--- src/rtl/pte_perm_pkg.sv ---
package pte_perm_pkg;
  typedef enum logic [1:0] {
    ERR_NONE = 2'b00,
    ERR_PERM = 2'b01,
    ERR_RC   = 2'b10
  } pte_err_e;

  localparam int unsigned BIT_EXEC  = 0;
  localparam int unsigned BIT_RW    = 1;
  localparam int unsigned BIT_RD    = 2;
  localparam int unsigned BIT_PRIV  = 3;
  localparam int unsigned BIT_CINH  = 5;  // upper attribute bit
  localparam int unsigned BIT_CHG   = 7;
  localparam int unsigned BIT_REF   = 8;
endpackage

--- src/rtl/pte_access_eval.sv ---
module pte_access_eval
  import pte_perm_pkg::*;
#(
  parameter int unsigned PTE_W = 64
) (
  input  logic [PTE_W-1:0] pte_i,
  input  logic             priv_i,
  input  logic             store_i,
  input  logic             fetch_i,
  output logic             perm_ok_o
);
  logic gate_ok, data_ok, exec_ok;

  always_comb begin
    gate_ok   = priv_i | ~pte_i[BIT_PRIV];
    data_ok   = pte_i[BIT_RW] | (pte_i[BIT_RD] & ~store_i);
    exec_ok   = pte_i[BIT_EXEC] & ~pte_i[BIT_CINH];
    perm_ok_o = gate_ok & (fetch_i ? exec_ok : data_ok);
  end
endmodule

--- src/rtl/pte_rc_eval.sv ---
module pte_rc_eval
  import pte_perm_pkg::*;
#(
  parameter int unsigned PTE_W = 64
) (
  input  logic [PTE_W-1:0] pte_i,
  input  logic             store_i,
  output logic             rc_ok_o
);
  always_comb rc_ok_o = pte_i[BIT_REF] & (pte_i[BIT_CHG] | ~store_i);
endmodule

--- src/rtl/pte_perm_check.sv ---
module pte_perm_check
  import pte_perm_pkg::*;
#(
  parameter int unsigned PTE_W = 64
) (
  input  logic             clk_i,
  input  logic             rst_ni,
  input  logic             req_valid_i,
  input  logic [PTE_W-1:0] pte_i,
  input  logic             priv_i,
  input  logic             store_i,
  input  logic             fetch_i,
  output logic             rsp_valid_o,
  output logic             perm_ok_o,
  output logic             rc_ok_o,
  output logic [1:0]       err_o
);
  logic     perm_d, rc_d;
  pte_err_e err_d;

  pte_access_eval #(.PTE_W(PTE_W)) u_access (
    .pte_i     (pte_i),
    .priv_i    (priv_i),
    .store_i   (store_i),
    .fetch_i   (fetch_i),
    .perm_ok_o (perm_d)
  );

  pte_rc_eval #(.PTE_W(PTE_W)) u_rc (
    .pte_i   (pte_i),
    .store_i (store_i),
    .rc_ok_o (rc_d)
  );

  // permission failure masks RC failure
  always_comb begin
    if (!perm_d)    err_d = ERR_PERM;
    else if (!rc_d) err_d = ERR_RC;
    else            err_d = ERR_NONE;
  end

  always_ff @(posedge clk_i or negedge rst_ni) begin
    if (!rst_ni) begin
      rsp_valid_o <= 1'b0;
      perm_ok_o   <= 1'b0;
      rc_ok_o     <= 1'b0;
      err_o       <= ERR_NONE;
    end else begin
      rsp_valid_o <= req_valid_i;
      if (req_valid_i) begin
        perm_ok_o <= perm_d;
        rc_ok_o   <= rc_d;
        err_o     <= err_d;
      end
    end
  end
endmodule

--- config.mk ---
export PLATFORM = sky130hd
export DESIGN_NAME = pte_perm_check
export DESIGN_NICKNAME = d
export VERILOG_FILES = /design/src/rtl/pte_perm_pkg.sv /design/src/rtl/pte_access_eval.sv /design/src/rtl/pte_rc_eval.sv /design/src/rtl/pte_perm_check.sv
export SDC_FILE = /design/constraint.sdc
export NUM_CORES = 1
export LEC_CHECK = 0
export BUFFER_PORTS_ARGS = -buffer_cell sky130_fd_sc_hd__buf_2
export CAP_MARGIN = 20
export CORE_MARGIN = 4
export CORE_UTILIZATION = 15
export CTS_CLUSTER_SIZE = 20
export DETAILED_ROUTE_END_ITERATION = 16
export PLACE_DENSITY = 0.74
export SKIP_LAST_GASP = 1
export SLEW_MARGIN = 20
export SYNTH_ARGS = -nofsm -noshare
export SYNTH_HDL_FRONTEND = slang
export SYNTH_SLANG_ARGS = --single-unit
--- constraint.sdc ---
create_clock -name clk_i -period 0.8 [get_ports clk_i]
set_clock_uncertainty 0.15 [all_clocks]
set_input_delay 0.04 -clock clk_i [delete_from_list [all_inputs] [get_ports clk_i]]
set_output_delay 0.04 -clock clk_i [all_outputs]
set_load 0.05 [all_outputs]
# --- Yosys cells after proc, flatten, opt, wreduce, memory -nomap -nowiden ---
# Cells that the tools add are included.
op_classes:
  n_bitwise: 10
  muxes: 3
op_table:
  columns: ["op", "count"]
  rows:
  - ["1-bit bitwise AND", 4]
  - ["2-bit two-way mux", 2]
  - ["1-bit NOT", 3]
  - ["1-bit OR", 3]
  - ["1-bit two-way mux", 1]
totals:
  elab_cells: 17
  ff_bits: 5
  output_inout_bits: 5
  input_bits: 70

# --- Longest topological paths before layout ---
depth:
  ltp_word: 6
  mapped_depth: 3
  ltp_nobuf: 3

# --- By module ---
# From an unflattened synthesis, not the netlist that was laid out.
hier_totals:
  hier_cells: 19
  area_unflattened_um2: 219.0
by_module_without_submodules:
  columns: ["mod", "cells_per_inst", "area_per_inst_um2", "seq_area_each_um2", "instances"]
  rows:
  - ["pte_perm_check", 12, 177.7, 125.1, 1]
  - ["pte_access_eval", 5, 30.0, 0.0, 1]
  - ["pte_rc_eval", 2, 11.3, 0.0, 1]

# --- Worst setup path before layout ---
# OpenSTA, ideal clock, no wires.
synth_path:
  kind: "register -> register"
  from: "reg, netlist name rc_ok_o"
  to: "reg rc_ok_o"
  path_buffers: 0
  slack_ns: -0.338
  setup_ns: 0.125
  synth_period_minus_slack_ns: 1.138
  t_required_ns: 0.525
  t_arrival_ns: 0.863
  stages_incl_launch_ff: 2
  path_cell_list: "dfrtp_1 -> mux2_2"
synth_lines:
  columns: ["element", "line", "source"]
  rows:
  - ["end signal: assignment", "pte_perm_check.sv:52", "rc_ok_o <= rc_d;"]
  - ["end: declaration", "pte_perm_check.sv:15", "output logic rc_ok_o,"]

# --- Final worst setup path ---
layout_path:
  from: "reg err_o[1]"
  to: "out err_o[1]"
layout_lines:
  columns: ["element", "line", "source"]
  rows:
  - ["start: declaration", "pte_perm_check.sv:16", "output logic [1:0] err_o"]
  - ["start signal: assignment", "pte_perm_check.sv:53", "err_o <= err_d;"]
# No word-level cell between the ends.

==> results.md <==
| Quantity | Value | Unit |
| --- | --- | --- |
| Outcome | finished, violations left | - |
| Violations in the final reports | hold timing, setup timing | - |
| Final-report hold violation count | 10 | - |
| Final net count | 115 | - |
| Flip-flop and latch count after synthesis | 5 | - |
| Avg WL per Cell | 10.3 | um |
| Startpoint of the lowest-slack hold path | req_valid_i | - |
| Number of cells on the worst hold path | 1 | - |
| Top cell type by total area after synthesis | dfrtp_1 | - |
| Slew Viols, Final | 0 | - |
| Yosys warning total | 0 | - |
| First-pass DRT Iterations | 2 | - |
| Core Area | 1350 | um^2 |
| Y dimension of the die | 46.5 | um |
| Number of enable flip-flop cells after synthesis | 0 | - |
| Cell at the root of the clock tree | clkbuf_4 | - |
| DRC violation count after routing | 0 | - |
| Vias | 233 | - |
| Net Count, Synth | 89 | - |
| Worst setup path class | flop to output port | - |
| Aggregate routed wire length | 605 | um |
| Clock Sink Count | 5 | - |
| Worst reg2reg path endpoint | rc_ok_o | - |
| Worst-case headroom to the max-slew limit | 78.5 | % |
| Hold Path End | rsp_valid_o | - |
| Predominant post-synthesis flop cell | dfrtp_1 | - |
| Data arrival time of the critical path | 810 | ps |
| Largest cells by area after synthesis | dfrtp_1 (56%), o32ai_2 (7.3%), inv_1 (6.7%) | - |
| Clk_lat worst skew | 240 | ps |
| Mean instance size in the synthesized netlist | 11.7 | um^2 |
| Total global routing overflow | 0 | - |
| Total design power | 876 | uW |
| Commonest cells post-synth | dfrtp_1 (5), inv_1 (4), nand2b_1 (2) | - |
| Buf+Inv Stages, Crit Path | 1 | - |
| Slew of the pin with the lowest slew margin | 321 | ps |
| Kind of start point of the critical path | flop | - |
| Cell family with the largest share of critical-path delay | flip-flops | - |
| Cell type of the slowest stage on the worst timing path | dfrtp_2 | - |
| Hold buffer count at cts | 1 | - |
| Routed via count divided by cell count | 3.95 | - |
| Non-Filler Instances | 59 | - |
| Input/output buffers | 17 | - |
| Async S/R FF share, synth | 100 | % |
| Share of cells above drive strength 1 | 75.0 | % |
| Distinct cell type count after synthesis | 11 | - |
| Worst path required time | 610 | ps |
| Number of cells traversed by the worst register-to-register path | 1 | - |
| Combined area of all synthesized cells | 223 | um^2 |
| Category of the worst setup path capture point | output port | - |
| Highest attainable clock frequency | 999 | MHz |
| Top cell type's share of synthesized area | 56.2 | % |
| Rows | 13 | - |
| Worst voltage drop across the vdd grid | 0.950 | mV |
| Global router's overall resource usage | 5.96 | % |
| Antenna-violating nets left | 0 | - |
| ANT cells | 0 | - |
| Cell count after synthesis | 19 | - |
| Peak fanout along the critical path | 2 | - |
| Final setup fails | 9 | - |
| Sequence of cells on the critical path | buf_8 | - |
| Hold/Removal Path Class | input pin to flop | - |
| Number of cells after detailed placement | 52 | - |
| Global-route wire length before repair | 862 | um |
| Part of the Yosys area used for sequential elements | 56.2 | % |
| Die outline area | 2170 | um^2 |
| Portion of the clock cycle consumed by the worst path in the final layout | 125 | % |
| TritonCTS Buffers | 3 | - |
| Growth of design area from synthesis to finish | 97.2 | % |
| Pleak | 0.000215 | uW |
| Power per Cell Area | 1990 | nW/um^2 |
| Leading cell type by number of instances after synthesis | dfrtp_1 | - |
| Minimum period implied by the final worst setup slack | 1000 | ps |
| Clk slew on worst S/H paths | 50 | ps |
| Die X-Extent | 46.5 | um |
| Pin count of the biggest net entering global routing | 7 | - |
| Worst hold-check slack | -156 | ps |
| Vias in the first global route | 198 | - |
| Count of pins on the block boundary | 75 | - |
| CTS tree | built | - |
| Largest stage delay on the critical path | 410 | ps |
| Slack of the critical path | -201 | ps |
| Antenna violations before repair | 0 | - |
| Critical R2R Launch | rc_ok_o | - |
| Htree depth | 1 | - |
| R2R Setup Slk | -120 | ps |
| Unrepaired setup endpoints after global routing | yes | - |
| Number of buffers on the longest clock path | 2 | - |
| Max-Cap Viols | 0 | - |
| Placer Congestion | 0.647 | - |
| First DRT Iteration DRCs | 1 | - |
| Starting Density | 16.5 | % |
[final cells by class]
class / count / area (um^2)
fill: 152 / 911
clock buffer: 4 / 26.3
multi-input combinational: 10 / 88.8
inverter: 4 / 15.0
timing repair buffer: 21 / 160
sequential: 5 / 130
tap: 15 / 18.8
[kinds of logic after synthesis]
group           synth area share [%]
compound gates                  23.6
buf+inv                         6.74
flops                           56.2
mux                             5.06
simple gates                    8.43
[registers in the layout, indices dropped and copies added, names as in the netlist]
register,count
rc_ok_o,1
perm_ok_o,1
err_o,2
rsp_valid_o,1
[how the worst max path moves through the flow]
| stage | startpoint | endpoint | slack, ps | cells after the start |
|---|---|---|---|---|
| 3_3_place_gp | store_i | err_o[1] | -200 | 4 |
| 6_report | err_o[1] | err_o[1] | -200 | 1 |
| 3_5_place_dp | store_i | err_o[1] | -230 | 4 |
| 5_1_grt | err_o[1] | err_o[1] | -220 | 1 |
| 2_1_floorplan | rc_ok_o | rc_ok_o | -250 | 1 |
| 4_1_cts | err_o[1] | err_o[1] | -210 | 1 |
[per-layer routing]
layer  share of wire, %  GRT usage, %  vias up
met4                  0          1.70        0
met1                 40          5.85      107
met2                 45          9.07       12
met3                 15          5.47        0
met5                  0             0        -
li1                   -             -      114
[power by group]
part           total, uW  internal (uW)  switching, uW  leakage (uW)
clock                297            189            108     0.0000150
sequential           303            283           20.3     0.0000557
combinational        276            130            146      0.000144
total                876            602            274      0.000215
[stage by stage]
| step | TNS [ps] | utilization, % | hold slack (ps) | area [um^2] | worst slack (ps) |
|---|---|---|---|---|---|
| 6_report | -1330 | 32.5 | -156 | 439 | -201 |
| 4_1_cts | -1270 | 31.0 | -166 | 418 | -209 |
| 2_1_floorplan | -671 | - | -406 | 228 | -252 |
| 3_3_place_gp | -537 | 25.1 | -292 | 339 | -200 |
| 5_1_grt | -1490 | 32.5 | -157 | 439 | -223 |
| 3_5_place_dp | -615 | 25.1 | -293 | 339 | -233 |
[cell usage in the layout (no fill, tap or decap), types with 2 or more instances in the layout]
cell type,count
dfrtp_2,4
inv_1,2
buf_6,4
inv_2,2
buf_4,2
nand2b_1,2
buf_8,2
buf_2,12
clkbuf_4,3
[repair_timing]
action                                  in CTS  in global routing
resized for setup                           11                  4
endpoints found under the hold margin       10                  3
endpoints found under the setup margin       7                  9
buffers inserted                             1                  1
Power figures use the tool's default switching activity.
